<file path="src/rtl/lfs_pkg.sv">
package lfs_pkg;
  localparam int DW_BITS = 32;
  localparam int SLOTS   = 2;
  localparam int TAG_W   = 12;

  typedef enum logic [2:0] {
    FK_NONE, FK_TLP, FK_DLLP, FK_IDLE, FK_BAD
  } frame_kind_e;

  // Class of a frame from its opening DWORD and control line.
  function automatic frame_kind_e kind_of(logic [DW_BITS-1:0] dw, logic ctl_n);
    if (!ctl_n) return (dw[31:24] == 8'h00) ? FK_TLP : FK_BAD;
    if (dw == 32'hFF00_0000 || dw == 32'h0000_00FF) return FK_IDLE;
    if (dw[31:24] == 8'h00) return FK_DLLP;
    return FK_BAD;
  endfunction

  // Event tag: sequence number for TLP, type byte for DLLP.
  function automatic logic [TAG_W-1:0] tag_of(logic [DW_BITS-1:0] dw, frame_kind_e k);
    return (k == FK_DLLP) ? {4'h0, dw[23:16]} : dw[19:8];
  endfunction
endpackage

</file>
<file path="src/rtl/lfs_toggle_det.sv">
module lfs_toggle_det #(
  parameter int LANES = 2
) (
  input  logic             clk,
  input  logic             rst_n,
  input  logic [LANES-1:0] level,
  output logic [LANES-1:0] flip
);
  logic [LANES-1:0] last_q;

  for (genvar g = 0; g < LANES; g++) begin : g_lane
    always_ff @(posedge clk) begin
      if (!rst_n) last_q[g] <= 1'b0;
      else        last_q[g] <= level[g];
    end
    assign flip[g] = level[g] ^ last_q[g];
  end
endmodule

</file>
<file path="src/rtl/lfs_slot_class.sv">
module lfs_slot_class
  import lfs_pkg::*;
(
  input  logic [DW_BITS-1:0] dw,
  input  logic               ctl_n,
  output frame_kind_e        kind,
  output logic [TAG_W-1:0]   tag
);
  always_comb begin
    kind = kind_of(dw, ctl_n);
    tag  = tag_of(dw, kind);
  end
endmodule

</file>
<file path="src/rtl/lfs_frame_walk.sv">
module lfs_frame_walk
  import lfs_pkg::*;
#(
  parameter int LEN_W = 8
) (
  input  logic                clk,
  input  logic                rst_n,
  input  logic [SLOTS-1:0]    slot_start,
  input  frame_kind_e         slot_kind [SLOTS],
  input  logic [TAG_W-1:0]    slot_tag  [SLOTS],
  output logic                evt_valid,
  output logic                evt_is_dllp,
  output logic                evt_late_slot,
  output logic [TAG_W-1:0]    evt_tag,
  output logic [LEN_W-1:0]    evt_dwords,
  output logic                close_tlp,
  output logic                close_dllp,
  output logic [2:0]          bad_hits
);
  localparam logic [LEN_W-1:0] LEN_MAX = {LEN_W{1'b1}};

  function automatic logic [LEN_W-1:0] len_step(logic [LEN_W-1:0] n);
    return (n == LEN_MAX) ? n : n + 1'b1;
  endfunction

  frame_kind_e        cur_kind_q, nxt_kind;
  logic               cur_slot_q, nxt_slot;
  logic [TAG_W-1:0]   cur_tag_q,  nxt_tag;
  logic [LEN_W-1:0]   cur_len_q,  nxt_len;
  logic               fire, f_dllp, f_slot;
  logic [TAG_W-1:0]   f_tag;
  logic [LEN_W-1:0]   f_len;

  // Walk the slots of this beat in time order.
  always_comb begin
    nxt_kind = cur_kind_q;
    nxt_slot = cur_slot_q;
    nxt_tag  = cur_tag_q;
    nxt_len  = cur_len_q;
    fire = 1'b0; f_dllp = 1'b0; f_slot = 1'b0;
    f_tag = '0;  f_len = '0;    bad_hits = '0;
    for (int i = 0; i < SLOTS; i++) begin
      if (slot_start[i]) begin
        if (nxt_kind == FK_TLP || nxt_kind == FK_DLLP) begin
          if (nxt_len >= LEN_W'(2)) begin
            fire   = 1'b1;
            f_dllp = (nxt_kind == FK_DLLP);
            f_slot = nxt_slot;
            f_tag  = nxt_tag;
            f_len  = nxt_len;
          end else begin
            bad_hits = bad_hits + 3'd1;
          end
        end
        nxt_kind = slot_kind[i];
        nxt_slot = 1'(i);
        nxt_tag  = slot_tag[i];
        nxt_len  = LEN_W'(1);
        if (slot_kind[i] == FK_BAD) bad_hits = bad_hits + 3'd1;
      end else if (nxt_kind != FK_NONE) begin
        nxt_len = len_step(nxt_len);
      end
    end
  end

  assign close_tlp  = fire && !f_dllp;
  assign close_dllp = fire &&  f_dllp;

  always_ff @(posedge clk) begin
    if (!rst_n) begin
      cur_kind_q    <= FK_NONE;
      cur_slot_q    <= 1'b0;
      cur_tag_q     <= '0;
      cur_len_q     <= '0;
      evt_valid     <= 1'b0;
      evt_is_dllp   <= 1'b0;
      evt_late_slot <= 1'b0;
      evt_tag       <= '0;
      evt_dwords    <= '0;
    end else begin
      cur_kind_q <= nxt_kind;
      cur_slot_q <= nxt_slot;
      cur_tag_q  <= nxt_tag;
      cur_len_q  <= nxt_len;
      evt_valid  <= fire;
      if (fire) begin
        evt_is_dllp   <= f_dllp;
        evt_late_slot <= f_slot;
        evt_tag       <= f_tag;
        evt_dwords    <= f_len;
      end
    end
  end
endmodule

</file>
<file path="src/rtl/lfs_tally.sv">
module lfs_tally #(
  parameter int CNT_W = 16
) (
  input  logic             clk,
  input  logic             rst_n,
  input  logic             add_tlp,
  input  logic             add_dllp,
  input  logic [2:0]       add_bad,
  output logic [CNT_W-1:0] tlp_total,
  output logic [CNT_W-1:0] dllp_total,
  output logic [CNT_W-1:0] bad_total
);
  localparam logic [CNT_W:0] CAP = {1'b0, {CNT_W{1'b1}}};

  function automatic logic [CNT_W-1:0] sat_add(logic [CNT_W-1:0] c, logic [2:0] a);
    logic [CNT_W:0] s;
    s = {1'b0, c} + (CNT_W+1)'(a);
    return (s > CAP) ? CAP[CNT_W-1:0] : s[CNT_W-1:0];
  endfunction

  always_ff @(posedge clk) begin
    if (!rst_n) begin
      tlp_total  <= '0;
      dllp_total <= '0;
      bad_total  <= '0;
    end else begin
      tlp_total  <= sat_add(tlp_total,  {2'b00, add_tlp});
      dllp_total <= sat_add(dllp_total, {2'b00, add_dllp});
      bad_total  <= sat_add(bad_total,  add_bad);
    end
  end
endmodule

</file>
<file path="src/rtl/link_frame_sorter.sv">
module link_frame_sorter
  import lfs_pkg::*;
#(
  parameter int LEN_W = 8,
  parameter int CNT_W = 16
) (
  input  logic                  clk,
  input  logic                  rst_n,
  input  logic [SLOTS*DW_BITS-1:0] beat_data,
  input  logic [SLOTS-1:0]      frame_tgl,
  input  logic [SLOTS-1:0]      tlp_ctl_n,
  output logic                  evt_valid,
  output logic                  evt_is_dllp,
  output logic                  evt_late_slot,
  output logic [TAG_W-1:0]      evt_tag,
  output logic [LEN_W-1:0]      evt_dwords,
  output logic [CNT_W-1:0]      tlp_total,
  output logic [CNT_W-1:0]      dllp_total,
  output logic [CNT_W-1:0]      bad_total
);
  logic [SLOTS-1:0] lane_flip;
  logic [SLOTS-1:0] slot_start;
  frame_kind_e      slot_kind [SLOTS];
  logic [TAG_W-1:0] slot_tag  [SLOTS];
  logic             close_tlp, close_dllp;
  logic [2:0]       bad_hits;

  lfs_toggle_det #(.LANES(SLOTS)) i_tgl (
    .clk(clk), .rst_n(rst_n), .level(frame_tgl), .flip(lane_flip)
  );

  // Slot 0 is the upper lane (earlier in time), slot 1 the lower lane.
  for (genvar s = 0; s < SLOTS; s++) begin : g_slot
    localparam int LANE = SLOTS - 1 - s;
    assign slot_start[s] = lane_flip[LANE];
    lfs_slot_class i_cls (
      .dw   (beat_data[LANE*DW_BITS +: DW_BITS]),
      .ctl_n(tlp_ctl_n[LANE]),
      .kind (slot_kind[s]),
      .tag  (slot_tag[s])
    );
  end

  lfs_frame_walk #(.LEN_W(LEN_W)) i_walk (
    .clk(clk), .rst_n(rst_n),
    .slot_start(slot_start), .slot_kind(slot_kind), .slot_tag(slot_tag),
    .evt_valid(evt_valid), .evt_is_dllp(evt_is_dllp),
    .evt_late_slot(evt_late_slot), .evt_tag(evt_tag), .evt_dwords(evt_dwords),
    .close_tlp(close_tlp), .close_dllp(close_dllp), .bad_hits(bad_hits)
  );

  lfs_tally #(.CNT_W(CNT_W)) i_tally (
    .clk(clk), .rst_n(rst_n),
    .add_tlp(close_tlp), .add_dllp(close_dllp), .add_bad(bad_hits),
    .tlp_total(tlp_total), .dllp_total(dllp_total), .bad_total(bad_total)
  );
endmodule

</file>
<file path="config.mk">
export PLATFORM = sky130hd
export DESIGN_NAME = link_frame_sorter
export DESIGN_NICKNAME = d
export VERILOG_FILES = /design/src/rtl/lfs_pkg.sv /design/src/rtl/lfs_toggle_det.sv /design/src/rtl/lfs_slot_class.sv /design/src/rtl/lfs_frame_walk.sv /design/src/rtl/lfs_tally.sv /design/src/rtl/link_frame_sorter.sv
export SDC_FILE = /design/constraint.sdc
export NUM_CORES = 1
export LEC_CHECK = 0
export BUFFER_PORTS_ARGS = -buffer_cell sky130_fd_sc_hd__buf_2
export CAP_MARGIN = 20
export CORE_ASPECT_RATIO = 0.8
export CORE_UTILIZATION = 54
export CTS_BUF_LIST = sky130_fd_sc_hd__clkbuf_8
export CTS_CLUSTER_DIAMETER = 30
export DETAILED_ROUTE_END_ITERATION = 8
export PLACE_DENSITY = 0.78
export SLEW_MARGIN = 10
export SYNTH_ARGS = -nofsm -noshare
export SYNTH_HDL_FRONTEND = slang
export SYNTH_SLANG_ARGS = --single-unit
</file>
<file path="constraint.sdc">
create_clock -name clk -period 6.56 [get_ports clk]
set_input_delay 0.656 -clock clk [delete_from_list [all_inputs] [get_ports clk]]
set_output_delay 0.656 -clock clk [all_outputs]
set_load 0.05 [all_outputs]
</file>
After elaboration in Yosys (flattened, before gate mapping)
Cells that the tools add are included.
{"block": "classes", "addsub": 8, "eq_ne": 14, "n_reduce_logical": 12, "muxes": 81, "magnitude_cmp": 5, "bitwise_logic": 3}
{"cell": "$mux 12", "n": 10}
{"cell": "$mux 8", "n": 11}
{"cell": "$mux 3", "n": 25}
{"cell": "$eq 32x32->1 const B", "n": 2}
{"cell": "$eq 32x8->1 const B", "n": 2}
{"cell": "$gt 17x16->1 const B", "n": 3}
{"cell": "$mux 16", "n": 3}
{"cell": "$add 16x1->17", "n": 2}
{"cell": "$mux 1", "n": 32}
{"cell": "$add 16x3->17", "n": 1}
{"cell": "$add 8x1->8 const B", "n": 2}
{"cell": "$eq 8x8->1 const B", "n": 2}
{"cell": "$ge 8x2->1 const B", "n": 2}
{"cell": "$logic_not 8->1", "n": 2}
{"cell": "$eq 3x2->1 const B", "n": 4}
{"cell": "$add 3x1->3 const B", "n": 3}
{"cell": "$eq 3x1->1 const B", "n": 2}
{"cell": "$eq 3x3->1 const B", "n": 2}
{"cell": "$reduce_bool 3->1", "n": 2}
{"cell": "$logic_or 1x1->1", "n": 4}
{"cell": "$logic_and 1x1->1", "n": 2}
{"cell": "$reduce_or 2->1", "n": 1}
{"cell": "$xor 1x1->1", "n": 2}
{"cell": "$logic_not 1->1", "n": 1}
{"cell": "$not 1->1", "n": 1}
{"block": "word_totals", "input_bits": 70, "word_cells": 138, "ff_bits": 97, "output_inout_bits": 71}

Logic depth before layout (Yosys ltp)
{"block": "depth", "ltp_word": 22, "depth_mapped": 23}

Hierarchy
From an unflattened synthesis, not the netlist that was laid out.
{"block": "unflattened", "cells_unflattened": 656, "hier_area_um2": 5988.2}
{"module": "lfs_frame_walk", "instances": 1, "cells_per_inst": 323, "area_each_um2": 2911.5}
{"module": "lfs_tally", "instances": 1, "cells_per_inst": 253, "area_each_um2": 2317.2}
{"module": "lfs_slot_class", "instances": 2, "cells_per_inst": 37, "area_each_um2": 344.1}
{"module": "lfs_toggle_det", "instances": 1, "cells_per_inst": 6, "area_each_um2": 71.3}

Worst setup path before layout
Ideal clock, no wire load.
{"block": "synth_path", "kind": "flip-flop to flip-flop", "startpoint": "register i_walk.cur_len_q[1]", "endpoint": "register i_tally.bad_total[10]", "arrival_ns": 4.698, "period_less_slack_ns": 4.768, "setup_ns": 0.070, "stages_incl_launch_ff": 23, "path_slack_ns": 1.792, "path_cell_list": "dfxtp_1 -> ha_1 -> nand4_1 -> o32ai_2 -> xnor2_1 -> nand2b_1 -> inv_1 -> ha_1 -> o21bai_1 -> or4_4 -> nor3_2 -> and2_4 -> o21ai_0 -> ha_1 -> a31oi_1 -> o311a_1 -> fa_1 -> inv_1 -> a21o_1 -> nor3b_1 -> nand4_1 -> clkbuf_1 -> a21oi_1"}
{"block": "synth_between", "elab_chain_len": 17}
{"element": "start, declared", "line": "lfs_frame_walk.sv:29", "rtl": "logic [LEN_W-1:0] cur_len_q, nxt_len;"}
{"element": "start signal, assigned", "line": "lfs_frame_walk.sv:84", "rtl": "cur_len_q <= nxt_len;"}
{"element": "$ge 8x2->1", "line": "lfs_frame_walk.sv:45", "rtl": "if (nxt_len >= LEN_W'(2)) begin"}
{"element": "$mux 1", "line": "lfs_frame_walk.sv:45"}
{"element": "$mux 3", "line": "lfs_frame_walk.sv:44", "rtl": "if (nxt_kind == FK_TLP || nxt_kind == FK_DLLP) begin"}
{"element": "$mux 3", "line": "lfs_frame_walk.sv:43", "rtl": "if (slot_start[i]) begin"}
{"element": "$add 3x1->3", "line": "lfs_frame_walk.sv:59", "rtl": "if (slot_kind[i] == FK_BAD) bad_hits = bad_hits + 3'd1;"}
{"element": "$mux 3", "line": "lfs_frame_walk.sv:59"}
{"element": "$mux 3", "line": "lfs_frame_walk.sv:43"}
{"element": "$add 3x1->3", "line": "lfs_frame_walk.sv:52", "rtl": "bad_hits = bad_hits + 3'd1;"}
{"element": "$mux 3", "line": "lfs_frame_walk.sv:45"}
{"element": "$mux 3", "line": "lfs_frame_walk.sv:44"}
{"element": "$mux 3", "line": "lfs_frame_walk.sv:43"}
{"element": "$add 3x1->3", "line": "lfs_frame_walk.sv:59"}
{"element": "$mux 3", "line": "lfs_frame_walk.sv:59"}
{"element": "$mux 3 *", "line": "lfs_frame_walk.sv:43"}
{"element": "$add 16x3->17 *", "line": "lfs_tally.sv:17", "rtl": "s = {1'b0, c} + (CNT_W+1)'(a);"}
{"element": "$gt 17x16->1", "line": "lfs_tally.sv:18", "rtl": "return (s > CAP) ? CAP[CNT_W-1:0] : s[CNT_W-1:0];"}
{"element": "$mux 16 *", "line": "lfs_tally.sv:18"}
{"element": "end signal, assigned", "line": "lfs_tally.sv:29", "rtl": "bad_total <= sat_add(bad_total, add_bad);"}
{"element": "end, declared", "line": "lfs_tally.sv:11", "rtl": "output logic [CNT_W-1:0] bad_total"}
Every way passes the cells marked *; elsewhere a longest branch is shown, timed or not. The select of a mux whose other input is x is not followed.
A chain may end at the register's enable or synchronous reset.

Worst setup path after layout
{"block": "layout_path", "startpoint": "register i_walk.cur_len_q[1]", "endpoint": "register i_tally.bad_total[1]"}
Same word-level chain as after synthesis.

==> results.py <==
metrics = {
    "layout": {
        "multi_input_area_sq_um": 3596,
        "drive_above_1_share_pct": 25.68,
        "finalNetCount": 890,
        "final-seq-area_sq_um": 1942,
        "fin_area_sq_um": 6731,
        "syn_to_final_growth_pct": 16.27,
        "n_antenna_cell": 0,
        "stdcell_count": 950,
        "nFillCells": 912,
        "utilization_pct": 65.21,
    },
    "yosys": {
        "post-synth-top-count-cell": "dfxtp_1",
        "synth_edf_count": 0,
        "yosysUniqueCellTypes": 78,
        "ys_ff_latch": 97,
        "synth_top_family_by_area": "simple AND/OR/NAND/NOR gates",
        "netlist.area_leader.share_pct": 33.54,
        "yosysSeqAreaShare_pct": 33.54,
        "synth-main-ff-cell": "dfxtp_1",
        "async_flop_share_pct": 0,
        "muxShareOfSynthArea_pct": 2.096,
        "ys_top_cells_by_count": "97 x dfxtp_1, 74 x nand2_1, 58 x a21oi_1",
        "yosys-top-cells-area": "dfxtp_1 34%, a21oi_1 5.0%, nand2_1 4.8%",
        "synth.net_count": 771,
        "synthXorXnorAreaFrac_pct": 7.132,
        "yosys.area_share.simple_pct": 26.54,
        "syn_area_sq_um": 5789,
        "synth_compound_area_share_pct": 22.84,
        "synth_fa_ha_area_share_pct": 3.372,
        "synth_cells": 686,
        "synth_area_leader_cell": "dfxtp_1",
        "synth_warnings": 0,
        "avgSynthCellArea_sq_um": 8.439,
    },
    "worst_setup_path": {
        "crit_start": "i_walk.cur_len_q[1]",
        "crit_cells": 21,
        "worst_ep_arrival_time_ns": 6.03,
        "crit_fanout": 13,
        "cp.required_ns": 6.86,
        "crit_path_end": "i_tally.bad_total[1]",
        "startpoint_type": "flip-flop",
        "reg2reg_depth": 21,
        "reg2reg_from": "i_walk.cur_len_q[1]",
        "cpPeakStageDelay_ns": 0.54,
        "cpMostUsedCell": "ha_1",
        "cp_num_buf_inv": 2,
        "cp_top_family": "simple AND/OR/NAND/NOR gates",
        "rr_endpoint": "i_tally.bad_total[1]",
        "path_cells": "ha_1 -> nand4_1 -> o32ai_2 -> xnor2_1 -> nand2b_1 -> inv_1 -> ha_1 -> o21bai_1 -> or4_4 -> nor3_2 -> and2_4 -> o21ai_0 -> ha_1 -> a31oi_1 -> o311a_1 -> fa_1 -> inv_1 -> a21o_1 -> nor3b_1 -> nand4_1 -> a21oi_1",
        "regToRegSetupSlack_ns": 0.83,
        "cp-end-kind": "flip-flop",
        "cp_slowest_cell": "or4_4",
        "critPathKind": "reg2reg",
    },
    "min_path": {
        "hold_path.class": "reg2reg",
    },
    "clocking": {
        "cts_tree": "built",
        "ctsHoldBuffers": 0,
        "insertion_delay_ns": 0.38,
        "path_clk_slew_ns": 0.11,
        "h-tree-depth": 3,
        "cts_sinks": 97,
        "cts_root_buffer": "clkbuf_8",
        "cts.repair.resized": 0,
        "clockBufferDepth": 2,
        "cts_setup_buffers": 0,
        "cts_buffers": 9,
    },
    "drt": {
        "num_vias": 5833,
        "first_pass_iters": 5,
        "wl_microns": 16100,
        "drc_errors": 0,
        "drtAntennaViolNets": 0,
        "drtIter0Drc": 525,
        "wl_per_cell_microns": 16.94,
        "drt-vias-per-instance": 6.140,
    },
    "placed_design": {
        "placed_cells": 933,
        "placed_area_sq_um": 6515,
        "gp_routability_congestion": 0.9653,
        "dpl.hpwl_microns": 11680,
        "port_buffers": 140,
    },
    "floorplan": {
        "dieArea_sq_um": 11140,
        "start_util_pct": 56.08,
        "top_level_ports": 141,
        "core_sq_um": 10320,
        "die_w_microns": 117.8,
        "fp-row-count": 33,
        "die_h_microns": 94.61,
    },
    "sta": {
        "worst_pin_slew_ns": 0.9496,
        "finalMaxSlewViolations": 0,
        "period_share_pct": 87.38,
        "rsz0062_at_grt": "no",
        "slew_headroom_pct": 36.54,
        "setup-tns-final_ns": 0,
        "maxClockFrequency_mhz": 174.5,
        "finalHoldViolCount": 0,
        "layout_min_cycle_time_ns": 5.732,
        "final.setup_skew_ns": 0.01415,
        "setup_viol": 0,
    },
    "grt": {
        "grt_max_degree": 56,
        "gr-usage-all-layers_pct": 29.55,
        "grt_pass1_wl_microns": 26610,
        "gr-total-overflow": 0,
        "grt_pass1_vias": 5591,
        "antenna_found_initial": 0,
    },
    "status": {
        "outcome": "completed",
    },
    "job": {
        "maxCapViolCount": 0,
    },
    "pwr": {
        "finalPower_mw": 1.340,
        "p_leak_nw": 2.722,
        "power_density_nw_per_um2": 199.1,
        "max-vdd-ir-drop_mv": 0.1490,
    },
}
where the power goes:
| group | internal (mW) | total [mW] | switching [mW] |
|---|---|---|---|
| Clock | 0.184 | 0.418 | 0.234 |
| Sequential | 0.612 | 0.632 | 0.0203 |
| Combinational | 0.100 | 0.290 | 0.189 |
through the flow:
stage               setup WS (ns)  hold slack [ns]
finish                     0.8279           0.4893
global route               0.3396           0.5061
CTS                        0.8941           0.4919
detailed placement         0.8488           0.4759
global placement            1.104           0.4677
floorplan                   1.792           0.4529
cells in the final DEF, fill, tap and decap left out, drive strengths merged, types with 5 or more instances in the layout:
cell | netlist | layout
nor3 | 33 | 33
or4 | 10 | 10
mux2i | 11 | 11
ha | 14 | 14
a21oi | 59 | 59
a31oi | 18 | 18
xnor2 | 24 | 24
and4b | 5 | 5
o22a | 5 | 5
nor4 | 12 | 12
o21ai | 18 | 18
dfxtp | 97 | 97
and4 | 6 | 6
nand4 | 19 | 19
or3 | 6 | 6
clkbuf | 25 | 9
inv | 19 | 23
and3 | 12 | 12
xor2 | 18 | 18
nand2 | 75 | 75
a211oi | 11 | 11
nor2 | 55 | 55
a221oi | 5 | 5
buf | 12 | 145
o211ai | 6 | 6
and2 | 10 | 10
nand3 | 32 | 32
a311oi | 15 | 15
sequential cells by signal, summed over array words and instances, names as in the netlist, 2 cells and up:
signal and count:
i_walk.evt_dwords 8, i_walk.evt_tag 12, i_tgl.last_q 2, i_tally.tlp_total 16
i_tally.dllp_total 16, i_walk.cur_len_q 8, i_walk.cur_tag_q 12, i_tally.bad_total 16
i_walk.cur_kind_q 3
worst min-delay path, delay by kind of cell, from the launching register on:
kind             cells  cell delay, ns
flip-flops           1            0.32
AO/OA/AOI/OAI        1            0.07
AND/OR/NAND/NOR      1            0.05
worst min-delay path by stage:
stage               cells past startpoint                 end            startpoint  slack, ns
global route                            2   i_walk.evt_tag[2]   i_walk.cur_tag_q[2]       0.51
detailed placement                      2  i_walk.evt_tag[11]  i_walk.cur_tag_q[11]       0.48
global placement                        2  i_walk.evt_tag[11]  i_walk.cur_tag_q[11]       0.47
finish                                  2   i_walk.evt_tag[1]   i_walk.cur_tag_q[1]       0.49
CTS                                     2   i_walk.evt_tag[1]   i_walk.cur_tag_q[1]       0.49
floorplan                               2  i_walk.evt_tag[11]  i_walk.cur_tag_q[11]       0.45
final cells by class:
cell class	count	area share [%]
Timing Repair Buffer	145	10.97
Tap cell	140	2.602
Inverter	19	1.059
Multi-Input combinational cell	533	53.42
Clock inverter	7	1.264
Sequential cell	97	28.85
Clock buffer	9	1.840
per-layer routing:
metal	vias up	GRT usage (%)	wire, microns
li1	2792	-	-
met1	2765	39.31	7312
met3	14	7.005	1381
met2	262	47.89	7239
met5	-	0	0
met4	0	8.547	162
kinds of logic (layout without fill, tap and decap cells):
logic type | count (synthesis) | count (layout)
AOI/OAI and AO/OA | 173 | 173
xor gates and xnor gates | 42 | 42
adders and majority gates | 15 | 15
buffers and inverters | 56 | 180
DFF | 97 | 97
muxes | 12 | 12
and+or+nand+nor | 291 | 291
Note: power is estimated with default switching activity, not from simulation.
